<file path="config.mk">
export PLATFORM = sky130hd
export DESIGN_NAME = vram_dma_engine
export DESIGN_NICKNAME = d
export VERILOG_FILES = /design/src/rtl/vram_dma_engine.sv
export SDC_FILE = /design/constraint.sdc
export NUM_CORES = 1
export LEC_CHECK = 0
export BUFFER_PORTS_ARGS = -buffer_cell sky130_fd_sc_hd__buf_4
export CAP_MARGIN = 10
export CORE_ASPECT_RATIO = 0.75
export CORE_UTILIZATION = 35
export DETAILED_ROUTE_END_ITERATION = 16
export GPL_TIMING_DRIVEN = 0
export SLEW_MARGIN = 10
export SYNTH_ARGS = -nofsm -noshare
export SYNTH_HDL_FRONTEND = slang
export SYNTH_SLANG_ARGS = --single-unit
</file>
<file path="constraint.sdc">
create_clock -name clk -period 3.8 [get_ports clk]
set_input_delay 0.76 -clock clk [delete_from_list [all_inputs] [get_ports clk]]
set_output_delay 0.76 -clock clk [all_outputs]
set_load 0.01 [all_outputs]
</file>
<file path="src/rtl/vram_dma_engine.sv">
module vram_dma_engine #(
  parameter int VADDR_W = 16,
  parameter int DATA_W  = 16
) (
  input  logic               clk,
  input  logic               rst_n,
  input  logic               dma_en,
  input  logic               start,
  input  logic [7:0]         len_lo,
  input  logic [7:0]         len_hi,
  input  logic [7:0]         src_lo,
  input  logic [7:0]         src_mid,
  input  logic [7:0]         src_hi,
  input  logic [VADDR_W-1:0] dest_addr,
  input  logic [7:0]         auto_inc,
  input  logic               fill_valid,
  input  logic [DATA_W-1:0]  fill_data,
  output logic               host_req,
  output logic [22:0]        host_addr,
  input  logic               host_ack,
  input  logic [DATA_W-1:0]  host_rdata,
  output logic               vm_we,
  output logic               vm_re,
  output logic [VADDR_W-1:0] vm_addr,
  output logic [DATA_W-1:0]  vm_wdata,
  input  logic               vm_rvalid,
  input  logic [DATA_W-1:0]  vm_rdata,
  output logic               busy
);
  localparam int LEN_W  = 16;
  localparam int CNT_W  = LEN_W + 1;
  localparam int HSRC_W = 23;
  localparam int VSRC_W = VADDR_W - 1;

  typedef enum logic [2:0] {S_IDLE, S_FILLW, S_HREQ, S_VRD, S_VWAIT, S_WR} state_t;
  typedef enum logic [1:0] {K_HOST, K_FILL, K_COPY} kind_t;

  state_t             state;
  kind_t              kind;
  logic [CNT_W-1:0]   remain;
  logic [VADDR_W-1:0] dest;
  logic [HSRC_W-1:0]  src;
  logic [DATA_W-1:0]  word;
  logic [LEN_W-1:0]   len;

  assign len = {len_hi, len_lo};

  always_ff @(posedge clk) begin
    if (!rst_n) begin
      state  <= S_IDLE;
      kind   <= K_HOST;
      remain <= '0;
      dest   <= '0;
      src    <= '0;
      word   <= '0;
    end else begin
      case (state)
        S_IDLE: if (start && dma_en) begin
          remain <= (len == '0) ? {1'b1, {LEN_W{1'b0}}} : {1'b0, len};
          dest   <= dest_addr;
          if (!src_hi[7]) begin
            kind  <= K_HOST;
            src   <= {src_hi[6:0], src_mid, src_lo};
            state <= S_HREQ;
          end else if (!src_hi[6]) begin
            kind  <= K_FILL;
            state <= S_FILLW;
          end else begin
            kind  <= K_COPY;
            src   <= {1'b0, src_hi[5:0], src_mid, src_lo};
            state <= S_VRD;
          end
        end
        S_FILLW: if (fill_valid) begin
          word  <= fill_data;
          state <= S_WR;
        end
        S_HREQ: if (host_ack) begin
          word  <= host_rdata;
          src   <= src + 1'b1;
          state <= S_WR;
        end
        S_VRD: state <= S_VWAIT;
        S_VWAIT: if (vm_rvalid) begin
          word  <= vm_rdata;
          src   <= src + 1'b1;
          state <= S_WR;
        end
        S_WR: begin
          dest   <= dest + VADDR_W'(auto_inc);
          remain <= remain - 1'b1;
          if (remain == CNT_W'(1)) state <= S_IDLE;
          else if (kind == K_HOST) state <= S_HREQ;
          else if (kind == K_COPY) state <= S_VRD;
          else                     state <= S_WR;
        end
        default: state <= S_IDLE;
      endcase
    end
  end

  assign busy      = (state != S_IDLE);
  assign host_req  = (state == S_HREQ);
  assign host_addr = src;
  assign vm_re     = (state == S_VRD);
  assign vm_we     = (state == S_WR);
  assign vm_addr   = vm_re ? {src[VSRC_W-1:0], 1'b0} : dest;
  assign vm_wdata  = word;

  p_ignore_off_r8: assert property (@(posedge clk) disable iff (!rst_n)
    (!busy && start && !dma_en) |=> !busy);

  p_start_busy_r9: assert property (@(posedge clk) disable iff (!rst_n)
    (!busy && start && dma_en) |=> busy);

  p_end_on_write_r9: assert property (@(posedge clk) disable iff (!rst_n)
    $fell(busy) |-> $past(vm_we));

  p_host_hold_r3: assert property (@(posedge clk) disable iff (!rst_n)
    (host_req && !host_ack) |=> (host_req && $stable(host_addr)));

  p_fill_same_r4: assert property (@(posedge clk) disable iff (!rst_n)
    (vm_we && $past(vm_we)) |-> $stable(vm_wdata));

  p_stride_r6: assert property (@(posedge clk) disable iff (!rst_n)
    (vm_we && $past(vm_we) && $stable(auto_inc)) |-> (vm_addr == $past(vm_addr) + VADDR_W'(auto_inc)));

  p_one_strobe_r2: assert property (@(posedge clk) disable iff (!rst_n)
    $onehot0({vm_we, vm_re, host_req}));
endmodule

</file>
==> impl_metrics.env <==
export IMPL_outcome="finished, final reports clean"
export IMPL_die_h_um=107
export IMPL_via_per_inst=5.91
export IMPL_finalClockSkew_ns=0.00902
export IMPL_grt_pass1_wl_um=31600
export IMPL_area_delta_synth_final_pct=35.7
export IMPL_maxCapViolCount=0
export IMPL_cellPowerDensity_mw_per_mm2=702
export IMPL_path_clk_slew_ns=0.06
export IMPL_fmax_mhz=279
export IMPL_whs_path_depth=2
export IMPL_fillers=1473
export IMPL_fin_tns_setup_ns=0
export IMPL_r2r_slack_ns=0.87
export IMPL_grt_pass1_vias=5850
export IMPL_required_ns=3.04
export IMPL_ir_drop_v=0.000279
export IMPL_yosysMostFrequentCell="dfxtp_1"
export IMPL_initial_core_util_pct=35.9
export IMPL_synth_distinct_cells=62
export IMPL_routedWlPerCell_um=19.2
export IMPL_synth_top_cell_area_share_pct=29.7
export IMPL_gr_total_overflow=0
export IMPL_clock_latency_ns=0.35
export IMPL_fp_dieW_um=143
export IMPL_critical_path_arrival_ns=2.82
export IMPL_relSlewSlack_pct=43.7
export IMPL_synth_area_leaders="dfxtp_1, nor2_1, nand2_1"
export IMPL_cts_sinks=77
export IMPL_yosysTopAreaCell="dfxtp_1"
export IMPL_hold_path_class="flip-flop to flip-flop"
export IMPL_crit_path_start_kind="flip-flop"
export IMPL_hold_violations=0
export IMPL_slew_viol_final=0
export IMPL_critical_path_class="flip-flop to output pin"
export IMPL_cts_made_buffers=9
export IMPL_fin_nets=1005
export IMPL_synth_ff_type="dfxtp_1"
export IMPL_synth_avg_cell_area_um2=7.57
export IMPL_leakage_nw=2.81
export IMPL_ys_top_cells_by_count="dfxtp_1, nor2_1, nand2_1"
export IMPL_worst_pin_slew_ns=0.839
export IMPL_yosysWarnings=0
export IMPL_synth_cells=686
export IMPL_route_vias_total=6375
export IMPL_r2r_start="state[1]"
export IMPL_die_area_mm2=0.0153
export IMPL_antenna_found_initial=0
export IMPL_r2r_end="dest[8]"
export IMPL_ios=178
export IMPL_setup_viol=0
export IMPL_fin_crit_ns=3.58
export IMPL_path_max_fanout=10
export IMPL_drt_wl_total_um=20700
export IMPL_yosysSeqAreaShare_pct=29.7
export IMPL_clock_tree_root_cell="clkbuf_16"
export IMPL_numPortBuffers=177
export IMPL_synth_async_reset_ratio_pct=0
export IMPL_ant_nets=0
export IMPL_cts_tree="built"
export IMPL_rsz0062_at_grt="no"
export IMPL_dp_hpwl_um=15800
export IMPL_htree_levels=3
export IMPL_syn_area_mm2=0.00519
export IMPL_dr_pass1_iters=6
export IMPL_syn_nets=817
export IMPL_grt_use_total_pct=26.9
export IMPL_hp_start="vm_wdata[12]"
export IMPL_hold_end="vm_wdata[12]"
export IMPL_crit_path_end_kind="output pin"
export IMPL_post_cts_buffers=0
export IMPL_period_share_pct=94.2
export IMPL_utilization_pct=48.7
export IMPL_drtIter0Drc=535
export IMPL_hold_buffers=0
export IMPL_grt_start_max_net_pins=13
export IMPL_clk_path_buf_depth=2
export IMPL_gp_congestion=0.907
export IMPL_cts_resized=0
export IMPL_core_area_mm2=0.0145
export IMPL_antenna_cells=0
export IMPL_drive_gt1_share_pct=25.7
export IMPL_drcViolationCount=0
export IMPL_synth_edf_count=0
export IMPL_fp_row_count=38
export IMPL_worstRegToRegCells=8
export IMPL_ys_ff_latch=77
==> flip-flops by register name (all words and copies together) (netlist names) <==
signal and count:
dest 16, host_addr 23, kind 2, remain 17, state 3, vm_wdata 16
==> cells in the final DEF, fill, tap and decap left out, types with 10 or more instances in the layout <==
cell | synthesis | routed
buf_4 | 0 | 177
dfxtp_1 | 77 | 77
nor2_1 | 64 | 64
nand2_1 | 62 | 62
clkbuf_1 | 46 | 47
a21oi_1 | 41 | 41
o21ai_0 | 36 | 36
nor3_1 | 32 | 32
nand3_1 | 27 | 27
nand2b_1 | 19 | 19
a31oi_1 | 19 | 19
o221ai_1 | 19 | 19
o22ai_1 | 19 | 19
a21boi_0 | 18 | 18
mux2_2 | 15 | 15
o211ai_1 | 14 | 14
nand4_1 | 13 | 13
and3_1 | 11 | 11
ha_1 | 11 | 11
nor4_1 | 10 | 10
==> final cells by class <==
class | instances | area [um^2] | area share (%)
Sequential cell | 77 | 1540 | 21.9
Buffer | 53 | 201 | 2.86
Inverter | 12 | 45.0 | 0.639
Multi-Input combinational cell | 544 | 3410 | 48.4
Tap cell | 200 | 250 | 3.55
Clock inverter | 4 | 25.0 | 0.355
Timing Repair Buffer | 177 | 1330 | 18.9
Clock buffer | 11 | 243 | 3.45
==> power by group <==
group	switching, mW	internal [mW]	total (mW)
Combinational	1.67	1.10	2.77
Sequential	0.300	1.07	1.37
Clock	0.357	0.455	0.811
==> worst max-delay path by stage <==
stage / start / end
3_3_place_gp: auto_inc[0] / dest[14]
5_1_grt: state[2] / vm_addr[10]
4_1_cts: state[2] / vm_addr[11]
2_1_floorplan: auto_inc[0] / dest[14]
3_5_place_dp: auto_inc[0] / dest[14]
6_report: state[2] / vm_addr[11]
==> worst max-delay path, cell delays in order (launching register included) <==
cell and delay, ns:
dfxtp_1 0.43, clkbuf_1 0.37, inv_1 0.17, nand3_1 0.37, clkbuf_1 0.58, mux2_2 0.41, buf_4 0.14
==> logic make-up after synthesis <==
family / share of synthesized area (%)
flops: 29.7
xor+xnor: 1.18
compound gates: 31.1
mux: 3.45
fa+ha+maj: 3.04
simple gates: 26.8
buf+inv: 4.75
==> through the flow <==
step	cell area, um^2	setup WS [ns]	power (mW)	hold slack, ns	instances
2_1_floorplan	5190	1.02	2.99	0.453	686
3_3_place_gp	6770	0.391	4.03	0.472	1063
3_5_place_dp	6770	0.331	4.09	0.476	1063
4_1_cts	7040	0.274	4.91	0.494	1078
5_1_grt	7040	0.0412	5.29	0.515	1078
6_report	7040	0.219	4.95	0.494	1078
==> per-layer routing <==
| metal | wire [um] | vias to the layer above | track usage (%) |
|---|---|---|---|
| met4 | 493 | 0 | 9.29 |
| met2 | 8570 | 321 | 38.6 |
| met1 | 9850 | 3018 | 39.2 |
| met3 | 1790 | 39 | 5.38 |
| li1 | - | 2997 | - |
| met5 | 0 | - | 0 |
Note: power is estimated with default switching activity, not from simulation.
